`src/rtl/rtc_pkg.sv`:
```
package rtc_pkg;

  localparam int DATA_W = 8;

  typedef struct packed {
    logic [DATA_W-1:0] hs;
    logic [DATA_W-1:0] sec;
    logic [DATA_W-1:0] mins;
    logic [DATA_W-1:0] hr;
    logic [DATA_W-1:0] day;
    logic [DATA_W-1:0] mon;
  } rtc_time_t;

  // Packed BCD increment of a two-digit byte.
  function automatic logic [7:0] bcd_inc(input logic [7:0] b);
    if (b[3:0] >= 4'd9) return {b[7:4] + 4'd1, 4'd0};
    return b + 8'd1;
  endfunction

  function automatic logic [6:0] bcd_to_bin(input logic [7:0] b);
    return 7'(b[7:4]) * 7'd10 + 7'(b[3:0]);
  endfunction

  // Month length from BCD month and 2-bit year (year 0 is leap).
  function automatic logic [6:0] month_days(input logic [4:0] mon_bcd, input logic [1:0] yr);
    logic [6:0] m;
    m = bcd_to_bin({3'b000, mon_bcd});
    case (m)
      7'd2:                     return (yr == 2'd0) ? 7'd29 : 7'd28;
      7'd4, 7'd6, 7'd9, 7'd11:  return 7'd30;
      default:                  return 7'd31;
    endcase
  endfunction

  // Returns {day_carry, next hour byte}.
  function automatic logic [8:0] hour_next(input logic [7:0] hr);
    logic [6:0] h;
    logic [5:0] inc;
    h   = bcd_to_bin({2'b00, hr[5:0]});
    inc = 6'(bcd_inc({2'b00, hr[5:0]}));
    if (!hr[7]) begin
      if (h >= 7'd23) return {1'b1, hr[7:6], 6'h00};
      return {1'b0, hr[7:6], inc};
    end
    if (h >= 7'd12) return {1'b0, hr[7:6], 6'h01};
    if (h == 7'd11) return {hr[6], hr[7], ~hr[6], 6'h12};
    return {1'b0, hr[7:6], inc};
  endfunction

endpackage

```
`src/rtl/rtc_prescaler.sv`:
```
module rtc_prescaler #(
  parameter int OSC_HZ  = 32768,
  parameter int TICK_HZ = 100
) (
  input  logic clk,
  input  logic rst_n,
  input  logic osc_en,
  input  logic run,
  input  logic clr,
  output logic tick,
  output logic acc_zero
);
  localparam int ACC_W = $clog2(OSC_HZ + TICK_HZ + 1);

  logic [ACC_W-1:0] acc_q;
  logic [ACC_W-1:0] acc_sum;

  assign acc_sum  = acc_q + ACC_W'(TICK_HZ);
  assign tick     = osc_en && run && !clr && (acc_sum >= ACC_W'(OSC_HZ));
  assign acc_zero = (acc_q == '0);

  always_ff @(posedge clk or negedge rst_n) begin
    if (!rst_n)             acc_q <= '0;
    else if (clr)           acc_q <= '0;
    else if (osc_en && run) acc_q <= tick ? acc_sum - ACC_W'(OSC_HZ) : acc_sum;
  end
endmodule

```
`src/rtl/rtc_step_gate.sv`:
```
module rtc_step_gate (
  input  logic clk,
  input  logic rst_n,
  input  logic tick,
  input  logic run,
  input  logic hold,
  input  logic busy,
  input  logic drop,
  output logic step,
  output logic pending
);
  logic pend_q;

  assign pending = pend_q;
  assign step    = run && !hold && !busy && (tick || pend_q);

  always_ff @(posedge clk or negedge rst_n) begin
    if (!rst_n)            pend_q <= 1'b0;
    else if (drop || !run) pend_q <= 1'b0;
    else if (hold || busy) pend_q <= pend_q | tick;
    else                   pend_q <= 1'b0;
  end
endmodule

```
`src/rtl/rtc_time_chain.sv`:
```
module rtc_time_chain
  import rtc_pkg::*;
#(
  parameter int ADDR_W = 3
) (
  input  logic              clk,
  input  logic              rst_n,
  input  logic              step,
  input  logic              wr_en,
  input  logic [ADDR_W-1:0] addr,
  input  logic [7:0]        wdata,
  output rtc_time_t         tm,
  output logic              day_carry
);
  rtc_time_t tm_q, tm_n;
  logic c_sec, c_min, c_hr, c_mon;
  logic [8:0] hres;
  logic [6:0] dim;
  logic [2:0] wd;

  assign tm = tm_q;

  always_comb begin
    tm_n  = tm_q;
    c_sec = bcd_to_bin(tm_q.hs) >= 7'd99;
    c_min = c_sec && (bcd_to_bin(tm_q.sec) >= 7'd59);
    c_hr  = c_min && (bcd_to_bin(tm_q.mins) >= 7'd59);
    hres  = hour_next(tm_q.hr);
    day_carry = c_hr && hres[8];
    dim   = month_days(tm_q.mon[4:0], tm_q.day[7:6]);
    c_mon = day_carry && (bcd_to_bin({2'b00, tm_q.day[5:0]}) >= dim);
    wd    = tm_q.mon[7:5];

    tm_n.hs = c_sec ? 8'h00 : bcd_inc(tm_q.hs);
    if (c_sec) tm_n.sec  = c_min ? 8'h00 : bcd_inc(tm_q.sec);
    if (c_min) tm_n.mins = c_hr ? 8'h00 : bcd_inc(tm_q.mins);
    if (c_hr)  tm_n.hr   = hres[7:0];
    if (day_carry) begin
      tm_n.day[5:0] = c_mon ? 6'h01 : 6'(bcd_inc({2'b00, tm_q.day[5:0]}));
      tm_n.mon[7:5] = (wd >= 3'd6) ? 3'd0 : wd + 3'd1;
    end
    if (c_mon) begin
      if (bcd_to_bin({3'b000, tm_q.mon[4:0]}) >= 7'd12) begin
        tm_n.mon[4:0] = 5'h01;
        tm_n.day[7:6] = tm_q.day[7:6] + 2'd1;
      end else begin
        tm_n.mon[4:0] = 5'(bcd_inc({3'b000, tm_q.mon[4:0]}));
      end
    end
  end

  always_ff @(posedge clk or negedge rst_n) begin
    if (!rst_n) begin
      tm_q <= '{hs: 8'h00, sec: 8'h00, mins: 8'h00, hr: 8'h00, day: 8'h01, mon: 8'h01};
    end else if (wr_en) begin
      case (addr)
        ADDR_W'(1): tm_q.hs   <= wdata;
        ADDR_W'(2): tm_q.sec  <= wdata;
        ADDR_W'(3): tm_q.mins <= wdata;
        ADDR_W'(4): tm_q.hr   <= wdata;
        ADDR_W'(5): tm_q.day  <= wdata;
        ADDR_W'(6): tm_q.mon  <= wdata;
        default: ;
      endcase
    end else if (step) begin
      tm_q <= tm_n;
    end
  end
endmodule

```
`src/rtl/rtc_calendar_core.sv`:
```
module rtc_calendar_core
  import rtc_pkg::*;
#(
  parameter int OSC_HZ  = 32768,
  parameter int TICK_HZ = 100,
  parameter int ADDR_W  = 3
) (
  input  logic              clk,
  input  logic              rst_n,
  input  logic              osc_en,
  input  logic              wr_en,
  input  logic [ADDR_W-1:0] addr,
  input  logic [7:0]        wdata,
  output logic [7:0]        rdata
);
  logic [3:0] ctrl_q;
  logic stop, hold, run, hs_wr, tick, step, pending, acc_zero, day_carry;
  logic [1:0] mode;
  rtc_time_t tm;

  assign stop  = ctrl_q[3];
  assign hold  = ctrl_q[2];
  assign mode  = ctrl_q[1:0];
  assign run   = !stop && (mode == 2'b00);
  assign hs_wr = wr_en && (addr == ADDR_W'(1));

  always_ff @(posedge clk or negedge rst_n) begin
    if (!rst_n)                              ctrl_q <= 4'h0;
    else if (wr_en && addr == ADDR_W'(0))    ctrl_q <= wdata[7:4];
  end

  rtc_prescaler #(.OSC_HZ(OSC_HZ), .TICK_HZ(TICK_HZ)) u_div (
    .clk(clk), .rst_n(rst_n), .osc_en(osc_en), .run(run), .clr(hs_wr),
    .tick(tick), .acc_zero(acc_zero)
  );

  rtc_step_gate u_gate (
    .clk(clk), .rst_n(rst_n), .tick(tick), .run(run), .hold(hold),
    .busy(wr_en), .drop(hs_wr), .step(step), .pending(pending)
  );

  rtc_time_chain #(.ADDR_W(ADDR_W)) u_chain (
    .clk(clk), .rst_n(rst_n), .step(step), .wr_en(wr_en), .addr(addr),
    .wdata(wdata), .tm(tm), .day_carry(day_carry)
  );

  always_comb begin
    case (addr)
      ADDR_W'(0): rdata = {ctrl_q, 4'h0};
      ADDR_W'(1): rdata = tm.hs;
      ADDR_W'(2): rdata = tm.sec;
      ADDR_W'(3): rdata = tm.mins;
      ADDR_W'(4): rdata = tm.hr;
      ADDR_W'(5): rdata = tm.day;
      ADDR_W'(6): rdata = tm.mon;
      default:    rdata = 8'h00;
    endcase
  end
endmodule

```
`config.mk`:
```
export PLATFORM = sky130hd
export DESIGN_NAME = rtc_calendar_core
export DESIGN_NICKNAME = d
export VERILOG_FILES = /design/src/rtl/rtc_pkg.sv /design/src/rtl/rtc_prescaler.sv /design/src/rtl/rtc_step_gate.sv /design/src/rtl/rtc_time_chain.sv /design/src/rtl/rtc_calendar_core.sv
export SDC_FILE = /design/constraint.sdc
export NUM_CORES = 1
export LEC_CHECK = 0
export CAP_MARGIN = 20
export CORE_ASPECT_RATIO = 0.7
export CORE_MARGIN = 5
export CORE_UTILIZATION = 55
export CTS_CLUSTER_DIAMETER = 60
export DETAILED_ROUTE_END_ITERATION = 6
export GPL_TIMING_DRIVEN = 0
export HOLD_SLACK_MARGIN = 0.12
export PLACE_DENSITY = 0.81
export SETUP_SLACK_MARGIN = 0.05
export SLEW_MARGIN = 20
export SYNTH_ARGS = -nofsm -noshare
export SYNTH_HDL_FRONTEND = slang
export SYNTH_SLANG_ARGS = --single-unit
export TNS_END_PERCENT = 20
```
`constraint.sdc`:
```
create_clock -name clk -period 3.9 [get_ports clk]
set_input_delay 1.17 -clock clk [delete_from_list [all_inputs] [get_ports clk]]
set_output_delay 1.17 -clock clk [all_outputs]
set_load 0.01 [all_outputs]
```
==> impl_metrics.env, run 1 <==
export IMPL_p_total_w=0.005181
export IMPL_rows=31
export IMPL_rsz0062_at_grt="no"
export IMPL_ioPinCount=23
export IMPL_power_frac_comb=0.558
export IMPL_powerDensity_nw_per_um2=765.3
export IMPL_place_ws_ns=-0.8358
export IMPL_synth_edf_count=0
export IMPL_fin_crit_sh=0.9770
export IMPL_grt_max_degree=41
export IMPL_grt_pass1_wl_um=30020
export IMPL_drive_above_1_share=0.1051
export IMPL_p_switching_w=0.002579
export IMPL_worst_slack_ns=0.08972
export IMPL_root_buffer="clkbuf_16"
export IMPL_die_w_um=133.8
export IMPL_postSynthCellCount=661
export IMPL_fin_worst_skew_ns=0.01460
export IMPL_max_freq_mhz=262.4
export IMPL_cts_tree="built"
export IMPL_clkPwrFrac=0.157
export IMPL_power_share_sequential=0.285
export IMPL_cts_clk_slew_worst_paths_ns=0.06
export IMPL_p_sw_frac=0.4977
export IMPL_max_cap_violations=0
export IMPL_grt_antenna_before_repair=1
export IMPL_hpwl_um=14130
export IMPL_clk_latency_ns=0.34
export IMPL_start_kind="input pin"
export IMPL_layout_min_cycle_time_ns=3.810
export IMPL_yosysWarnings=0
export IMPL_ctsHoldBuffers=0
export IMPL_synth_seq_cells=67
export IMPL_viasPerCell=7.006
export IMPL_yosys_top_cells_area="dfrtp_1 28%, ha_1 12%, a21oi_1 3.9%"
export IMPL_final_util=0.6489
export IMPL_synth_commonest_cells="65 x dfrtp_1, 55 x ha_1, 52 x nand2_1"
export IMPL_ir_worst_vdd_v=0.0005131
export IMPL_p_int_w=0.002602
export IMPL_layout_nets=777
export IMPL_wire_per_inst_um=22.50
export IMPL_routabilityCongestion=1.024
export IMPL_fill_cells=835
export IMPL_start_util=0.5657
export IMPL_tns_ns=0
export IMPL_async_flop_share=1.000
export IMPL_numCtsBuffers=9
export IMPL_grt_total_usage=0.2902
export IMPL_relSlewSlack=0.4235
export IMPL_netlist_area_leader_share=0.2756
export IMPL_syn_nets=739
export IMPL_critPathMaxStageDelay_ns=0.50
export IMPL_drt_iter0_drc=769
export IMPL_firstDrtPassIters=6
export IMPL_cts_htree_levels=3
export IMPL_drv_slew=0
export IMPL_min_path_type="reg2reg"
export IMPL_finalSetupViolCount=0
export IMPL_tightest_slew_ns=0.8568
export IMPL_avgSynthCellArea_sq_um=8.929
export IMPL_crit_fanout=10
export IMPL_coreArea_sq_um=10430
export IMPL_critPathCaptureType="output pin"
export IMPL_die_h_um=96.67
export IMPL_critPathRequiredTime_ns=2.73
export IMPL_synthFlopType="dfrtp_1"
export IMPL_die_area_sq_um=12940
export IMPL_worstPathArrival_ns=2.64
export IMPL_area_growth_pct=14.71
export IMPL_vias=5857
export IMPL_synth_top_area_cell="dfrtp_1"
export IMPL_cp_cell_sequence="clkdlybuf4s15_2 -> buf_8 -> mux4_2 -> nand2_1 -> o21ai_0 -> dlygate4sd2_1"
export IMPL_clock_sinks=67
export IMPL_routed_wl_um=18810
export IMPL_diodes=0
export IMPL_first_global_vias=5607
export IMPL_leakage_nw=2.931
export IMPL_drc=0
export IMPL_cts_path_max_buffers=2
export IMPL_synth_seq_area_share=0.2845
export IMPL_slowest_stage="mux4_2"
export IMPL_yosysMostFrequentCell="dfrtp_1"
export IMPL_ys_types=81
export IMPL_synth_area_sq_um=5902
export IMPL_status="finished clean"
export IMPL_hold_viol_final=0
export IMPL_portBuffers=21
export IMPL_setup_worst_path_class="in2out"
export IMPL_ant_nets=0
export IMPL_grt_ovfl_total=0
-- layout make-up --
cell class | count | area, sq um | area share
well taps | 132 | 165.2 | 0.02439
multi-input cells | 522 | 4035 | 0.5960
flip-flops and latches | 67 | 1679 | 0.2480
inverters | 47 | 176.4 | 0.02606
clock inverters | 5 | 56.30 | 0.008316
repair buffers | 27 | 270.3 | 0.03992
plain buffers | 25 | 155.1 | 0.02292
clock buffers | 11 | 232.7 | 0.03437
-- power by group through the flow --
stage	sequential (W)	combinational (W)	clock [W]
after floorplan	0.00125	0.00206	0
after global placement	0.00142	0.00253	0
after detailed placement	0.00145	0.00271	0
after CTS	0.00144	0.00275	0.000819
after global routing	0.00151	0.00318	0.000845
final	0.00148	0.00289	0.000813
-- placed cells by master, fill, tap and decap left out, types with 10 or more instances in the layout --
cell type        netlist  final
inv_1                 46     45
o22ai_1               10     10
a22o_1                10     10
clkdlybuf4s50_1        0     11
nand3_1               17     17
a31oi_1               12     11
nand2_1               52     52
o221ai_1              10     10
xor2_1                15     15
mux2i_1               18     15
ha_1                  55     55
clkbuf_1              19     15
a21oi_1               46     44
nor2_1                46     44
a211oi_1              10     10
dfrtp_1               65     65
nand2b_1              10     10
o21ai_0               20     19
-- final timing paths --
check                           depth (start not counted)             end  slack [ns]      startpoint
worst max-delay path                                    6        rdata[4]        0.09         addr[0]
min in group asynchronous                               1   u_chain.tm[9]        0.75           rst_n
worst min register to register                          1  u_chain.tm[15]        0.53  u_chain.tm[15]
worst min-delay path                                    1  u_chain.tm[15]        0.53  u_chain.tm[15]
worst max register to register                         12  u_chain.tm[29]        0.16  u_chain.tm[29]
max in group asynchronous                               2   u_chain.tm[8]        2.56           rst_n
-- stage by stage --
stage | area (sq um) | hold slack [ns] | std cells
final | 6770 | 0.5304 | 836
after detailed placement | 6296 | 0.5118 | 815
after floorplan | 5903 | 0.4871 | 661
after CTS | 6651 | 0.5253 | 831
after global routing | 6770 | 0.5391 | 836
after global placement | 6279 | 0.5120 | 814
-- registers in the layout (all words and copies together), names as in the netlist --
| name | flops |
|---|---|
| u_div.acc_q | 14 |
| ctrl_q | 4 |
| u_chain.tm | 48 |
| u_gate.pending | 1 |
-- metal layers --
metal	up-vias	track usage	routed length (um)
met2	417	0.4292	8119
met3	76	0.06795	2232
met1	2785	0.4145	7782
met5	-	0	13
met4	2	0.1043	666
li1	2577	-	-
-- timing repair --
action | 4_1_cts | 5_1_grt
buffers inserted | 0 | 5
endpoints found under the setup margin | 8 | 25
pin swaps | 0 | 2
endpoints found under the hold margin | 0 | 0
gates resized for setup | 34 | 20
-- logic make-up (layout without fill, tap and decap cells) --
kind of cell	Yosys count	count (layout)	share of synthesized area
compound gates	209	209	0.2586
simple gates	198	198	0.1749
buf+inv	72	115	0.04643
flops	67	67	0.2845
fa+ha+maj	63	63	0.1437
mux	30	30	0.05915
xor+xnor	22	22	0.03265
-- critical path: cells and delay by family --
kind,cells,cell delay [ns]
AND/OR/NAND/NOR,1,0.07
AO/OA/AOI/OAI,1,0.14
buffers and inverters,3,0.76
multiplexers,1,0.50
(Power assumes the default switching activity.)
==> run 2: changes to the inputs <==
--- a/config.mk
+++ b/config.mk
@@ -5,7 +5,6 @@
 export SDC_FILE = /design/constraint.sdc
 export NUM_CORES = 1
 export LEC_CHECK = 0
-export CAP_MARGIN = 20
 export CORE_ASPECT_RATIO = 0.7
 export CORE_MARGIN = 5
 export CORE_UTILIZATION = 55
@@ -13,6 +12,7 @@
 export DETAILED_ROUTE_END_ITERATION = 6
 export GPL_TIMING_DRIVEN = 0
 export HOLD_SLACK_MARGIN = 0.12
+export MAX_ROUTING_LAYER = met4
 export PLACE_DENSITY = 0.81
 export SETUP_SLACK_MARGIN = 0.05
 export SLEW_MARGIN = 20
==> impl_metrics.env, run 2 (synthesis gave the netlist of run 1 again) <==
export IMPL_routed_wl_um=18520
export IMPL_firstDrtPassIters=6
export IMPL_tightest_slew_ns=0.9014
export IMPL_grt_max_degree=36
export IMPL_rr_worst_depth=10
export IMPL_cp_num_cells=8
export IMPL_drt_iter0_drc=765
export IMPL_wire_per_inst_um=22.20
export IMPL_clk_latency_ns=0.34
export IMPL_worstPathArrival_ns=2.64
export IMPL_p_total_w=0.005147
export IMPL_instances_no_fill=834
export IMPL_leakage_nw=2.901
export IMPL_placed_cells=815
export IMPL_drv_slew=0
export IMPL_hpwl_um=14000
export IMPL_ctsHoldBuffers=0
export IMPL_status="finished clean"
export IMPL_max_cap_violations=0
export IMPL_coreArea_sq_um=10430
export IMPL_min_path_type="reg2reg"
export IMPL_grt_ovfl_total=0
export IMPL_cp_cell_sequence="clkbuf_4 -> buf_6 -> clkbuf_4 -> mux2i_1 -> nor2_1 -> a21oi_1 -> a21oi_1 -> dlygate4sd2_1"
export IMPL_grt_antenna_before_repair=1
export IMPL_rsz0062_at_grt="yes"
export IMPL_layout_commonest_cell="dfrtp_1"
export IMPL_relSlewSlack=0.3935
export IMPL_cts_tree="built"
export IMPL_critPathMaxStageDelay_ns=0.32
export IMPL_place_ws_ns=-0.8143
export IMPL_largest_reg_flops=48
export IMPL_layout_min_cycle_time_ns=3.807
export IMPL_layout_nets=774
export IMPL_numCtsBuffers=9
export IMPL_area_growth_pct=13.99
export IMPL_powerDensity_nw_per_um2=765.1
export IMPL_critPathCaptureType="output pin"
export IMPL_fill_cells=851
export IMPL_layout_common_cells="65 x dfrtp_1, 55 x ha_1, 52 x nand2_1"
export IMPL_hold_viol_final=0
export IMPL_ir_worst_vdd_v=0.0006392
export IMPL_ioPinCount=23
export IMPL_critPathBufInv=4
export IMPL_die_area_sq_um=12940
export IMPL_grt_total_usage=0.2928
export IMPL_portBuffers=21
export IMPL_drive_above_1_share=0.09843
export IMPL_ant_nets=0
export IMPL_vias=5714
export IMPL_setup_worst_path_class="in2out"
export IMPL_start_kind="input pin"
export IMPL_max_freq_mhz=262.7
export IMPL_critPathRequiredTime_ns=2.73
export IMPL_worst_slack_ns=0.09343
export IMPL_first_global_vias=5569
export IMPL_die_h_um=96.67
export IMPL_fin_worst_skew_ns=0.01048
export IMPL_routabilityCongestion=1.083
export IMPL_drc=0
export IMPL_die_w_um=133.8
export IMPL_cpLargestDelayFamily="buffers and inverters"
export IMPL_crit_fanout=10
export IMPL_clock_sinks=67
export IMPL_cts_htree_levels=3
export IMPL_slowest_stage="dlygate4sd2_1"
export IMPL_start_util=0.5657
export IMPL_viasPerCell=6.851
export IMPL_fin_crit_sh=0.9760
export IMPL_cts_path_max_buffers=2
export IMPL_whs_path_depth=2
export IMPL_root_buffer="clkbuf_16"
export IMPL_rows=31
export IMPL_cts_clk_slew_worst_paths_ns=0.06
export IMPL_grt_pass1_wl_um=29480
export IMPL_finalSetupViolCount=0
[run 2: worst paths after layout]
path / from / endpoint / slack, ns
max: addr[2] / rdata[2] / 0.09
min: u_gate.pending / u_gate.pending / 0.53
max reg2reg: u_chain.tm[29] / u_chain.tm[16] / 0.14
min reg2reg: u_gate.pending / u_gate.pending / 0.53
max in group asynchronous: rst_n / u_chain.tm[0] / 2.54
min in group asynchronous: rst_n / u_chain.tm[11] / 0.78
[run 2: power by group]
| group | internal, W | switching, W |
|---|---|---|
| Combinational | 0.00114 | 0.00170 |
| Clock | 0.000515 | 0.000324 |
| Sequential | 0.000950 | 0.000520 |
[run 2: final cells by class]
cell class | count | area (sq um) | share of cell area
inverters | 47 | 176.4 | 0.02622
clock inverters | 5 | 62.56 | 0.009299
well taps | 132 | 165.2 | 0.02455
multi-input cells | 522 | 4019 | 0.5974
clock buffers | 11 | 242.7 | 0.03608
plain buffers | 25 | 136.4 | 0.02027
repair buffers | 24 | 244.0 | 0.03627
diodes | 1 | 2.502 | 0.0003720
flip-flops and latches | 67 | 1679 | 0.2496
[run 2: worst min-delay path, delay by kind of cell, from the launching register on]
family	cells	cell delay (ns)
flip-flops	1	0.38
AO/OA/AOI/OAI	1	0.05
AND/OR/NAND/NOR	1	0.06
[run 2: routing by layer]
layer | vias to the layer above | track usage | share of wire
met3 | 64 | 0.09440 | 0.12
li1 | 2593 | - | -
met1 | 2714 | 0.3981 | 0.42
met2 | 343 | 0.4086 | 0.43
met5 | - | - | 0
met4 | 0 | 0.1051 | 0.033
[run 2: metrics by stage]
step           hold WS (ns)  instance area, sq um  setup TNS, ns    util
3_5_place_dp         0.5148                  6296         -6.512  0.6034
2_1_floorplan        0.4871                  5903              0       -
6_report             0.5313                  6728              0  0.6448
5_1_grt              0.5435                  6728              0  0.6448
3_3_place_gp         0.5082                  6279         -47.75  0.6018
4_1_cts              0.5253                  6653       -0.03462  0.6376
[run 2: repair_timing]
item	4_1_cts	5_1_grt
endpoints found under the setup margin	9	23
setup buffers	0	2
resized for setup	31	12
pin swaps	1	3
==> run 3: changes to the inputs <==
==> constraint.sdc (replaced) <==
create_clock -name clk -period 3.9 [get_ports clk]
set_input_delay 1.17 -clock clk [delete_from_list [all_inputs] [get_ports clk]]
set_output_delay 1.17 -clock clk [all_outputs]
set_load 0.02 [all_outputs]
==> impl_metrics.env, run 3 (synthesis gave the netlist of run 1 again) <==
export IMPL_status="complete, but fails checks"
export IMPL_violations="design-rule violations"
export IMPL_drv_slew=0
export IMPL_whs_path_depth=1
export IMPL_hold_viol_final=0
export IMPL_r2r_end="u_chain.tm[31]"
export IMPL_place_ws_ns=-0.8617
export IMPL_layout_nets=777
export IMPL_drive_above_1_share=0.09673
export IMPL_layout_common_cells="65 x dfrtp_1, 55 x ha_1, 52 x nand2_1"
export IMPL_rsz0062_at_grt="yes"
export IMPL_dpl_cell_area_sq_um=6297
export IMPL_portBuffers=21
export IMPL_min_from="u_chain.tm[15]"
export IMPL_clk_latency_ns=0.34
export IMPL_layout_commonest_cell="dfrtp_1"
export IMPL_cp_cell_sequence="clkdlybuf4s15_2 -> clkbuf_8 -> mux4_2 -> nand2_1 -> o21ai_0 -> dlygate4sd2_1"
export IMPL_fin_crit_sh=0.9782
export IMPL_final_util=0.6393
export IMPL_die_area_sq_um=12940
export IMPL_routabilityCongestion=1.045
export IMPL_grt_pass1_wl_um=29730
export IMPL_grt_ovfl_total=0
export IMPL_finalSetupViolCount=0
export IMPL_rows=31
export IMPL_die_h_um=96.67
export IMPL_cts_path_max_buffers=2
export IMPL_clkPwrFrac=0.156
export IMPL_reg2reg_setup_slack_ns=0.09
export IMPL_tns_ns=0
export IMPL_drt_iter0_drc=730
export IMPL_die_w_um=133.8
export IMPL_grt_total_usage=0.2965
export IMPL_relSlewSlack=0.3597
export IMPL_worst_slack_ns=0.08490
export IMPL_p_switching_w=0.002575
export IMPL_grt_max_degree=37
export IMPL_critPathBufInv=3
export IMPL_max_freq_mhz=262.1
export IMPL_critPathMaxStageDelay_ns=0.51
export IMPL_viasPerCell=7.084
export IMPL_critPathRequiredTime_ns=2.73
export IMPL_powerDensity_nw_per_um2=774.4
export IMPL_wire_per_inst_um=22.62
export IMPL_slowest_stage="mux4_2"
export IMPL_clock_sinks=67
export IMPL_ir_worst_vdd_v=0.0004636
export IMPL_drc=34
export IMPL_numCtsBuffers=9
export IMPL_critPathCaptureType="output pin"
export IMPL_diodes=0
export IMPL_start_util=0.5657
export IMPL_worstPathArrival_ns=2.65
export IMPL_ant_nets=0
export IMPL_p_sw_frac=0.4984
export IMPL_tightest_slew_ns=0.9517
export IMPL_layout_min_cycle_time_ns=3.815
export IMPL_p_int_w=0.002591
export IMPL_power_frac_comb=0.559
export IMPL_whs_endpoint="u_chain.tm[15]"
export IMPL_firstDrtPassIters=7
export IMPL_cts_tree="built"
export IMPL_leakage_nw=2.889
export IMPL_crit_fanout=10
export IMPL_ioPinCount=23
export IMPL_routed_wl_um=18880
export IMPL_placed_cells=815
export IMPL_grt_antenna_before_repair=0
export IMPL_power_share_sequential=0.285
export IMPL_instances_no_fill=835
export IMPL_fin_worst_skew_ns=0.01101
export IMPL_setup_worst_path_class="in2out"
export IMPL_min_path_type="reg2reg"
export IMPL_coreArea_sq_um=10430
export IMPL_cts_clk_slew_worst_paths_ns=0.06
export IMPL_max_cap_violations=0
export IMPL_largest_reg_flops=48
export IMPL_area_growth_pct=13.02
export IMPL_vias=5915
export IMPL_first_global_vias=5704
export IMPL_rr_worst_depth=9
export IMPL_finish_instance_area_sq_um=6670
export IMPL_timing_rr_start="u_chain.tm[45]"
export IMPL_cpLargestDelayFamily="buffers and inverters"
export IMPL_hpwl_um=14330
export IMPL_cts_htree_levels=3
export IMPL_root_buffer="clkbuf_16"
export IMPL_start_kind="input pin"
## run 3: changes by cell type in the layout (fill, tap and decap cells not counted), moves of 2 or more
cell and change:
buf_4 +3, clkinv_4 -2, clkbuf_2 +3, a21oi_1 +2, dlymetal6s2s_1 -2, clkinv_2 +2
a21oi_2 -2
## run 3: stage by stage
stage / total power, W / hold WS (ns)
final: 0.005166 / 0.5242
after global routing: 0.005510 / 0.5470
after CTS: 0.005004 / 0.5263
after detailed placement: 0.004186 / 0.5124
after global placement: 0.003976 / 0.5129
after floorplan: 0.003326 / 0.4871
## run 3: worst reg2reg max path: stages (launching register included)
cell and delay (ns):
dfrtp_1 0.60, ha_1 0.32, ha_1 0.20, inv_1 0.06, fa_1 0.46, nand3b_1 0.26
o31ai_1 0.75, nand4_2 0.38, a32o_1 0.36, or3_1 0.30
## run 3: per-layer routing
metal	vias up	GRT usage	part of all wire
met5	-	-	0
met4	0	0.1067	0.033
met3	70	0.07780	0.12
met2	413	0.4358	0.44
met1	2838	0.3953	0.41
li1	2594	-	-
## run 3: what timing repair did
action | 4_1_cts | 5_1_grt
buffers inserted | 0 | 5
hold buffers | 0 | 0
pin swaps | 0 | 2
gates resized for setup | 30 | 12
endpoints found under the setup margin | 8 | 24
## run 3: how the worst max path moves through the flow
stage                              start              to  slack [ns]  depth (start not counted)
after global routing      u_chain.tm[45]  u_chain.tm[20]        0.05                         11
after floorplan                  addr[2]        rdata[4]        0.15                          6
after detailed placement         addr[0]        rdata[7]       -0.86                          6
after global placement           addr[0]        rdata[7]       -0.85                          6
final                            addr[0]        rdata[4]        0.08                          6
after CTS                        addr[2]        rdata[4]        0.04                          7
## run 3: power groups by stage
stage	clock [W]	combinational (W)	sequential, W
final	0.000805	0.00289	0.00147
after floorplan	0	0.00208	0.00125
after detailed placement	0	0.00274	0.00144
after global routing	0.000839	0.00318	0.00149
after global placement	0	0.00255	0.00143
after CTS	0.000805	0.00276	0.00144
## run 3: area by class of cell
class,instances,area (sq um)
Multi-Input combinational cell,522,3981
Clock inverter,5,55.05
Timing Repair Buffer,27,244.0
Tap cell,132,165.2
Clock buffer,10,229.0
Inverter,47,176.4
Fill cell,831,3764
Sequential cell,67,1679
Buffer,25,140.1
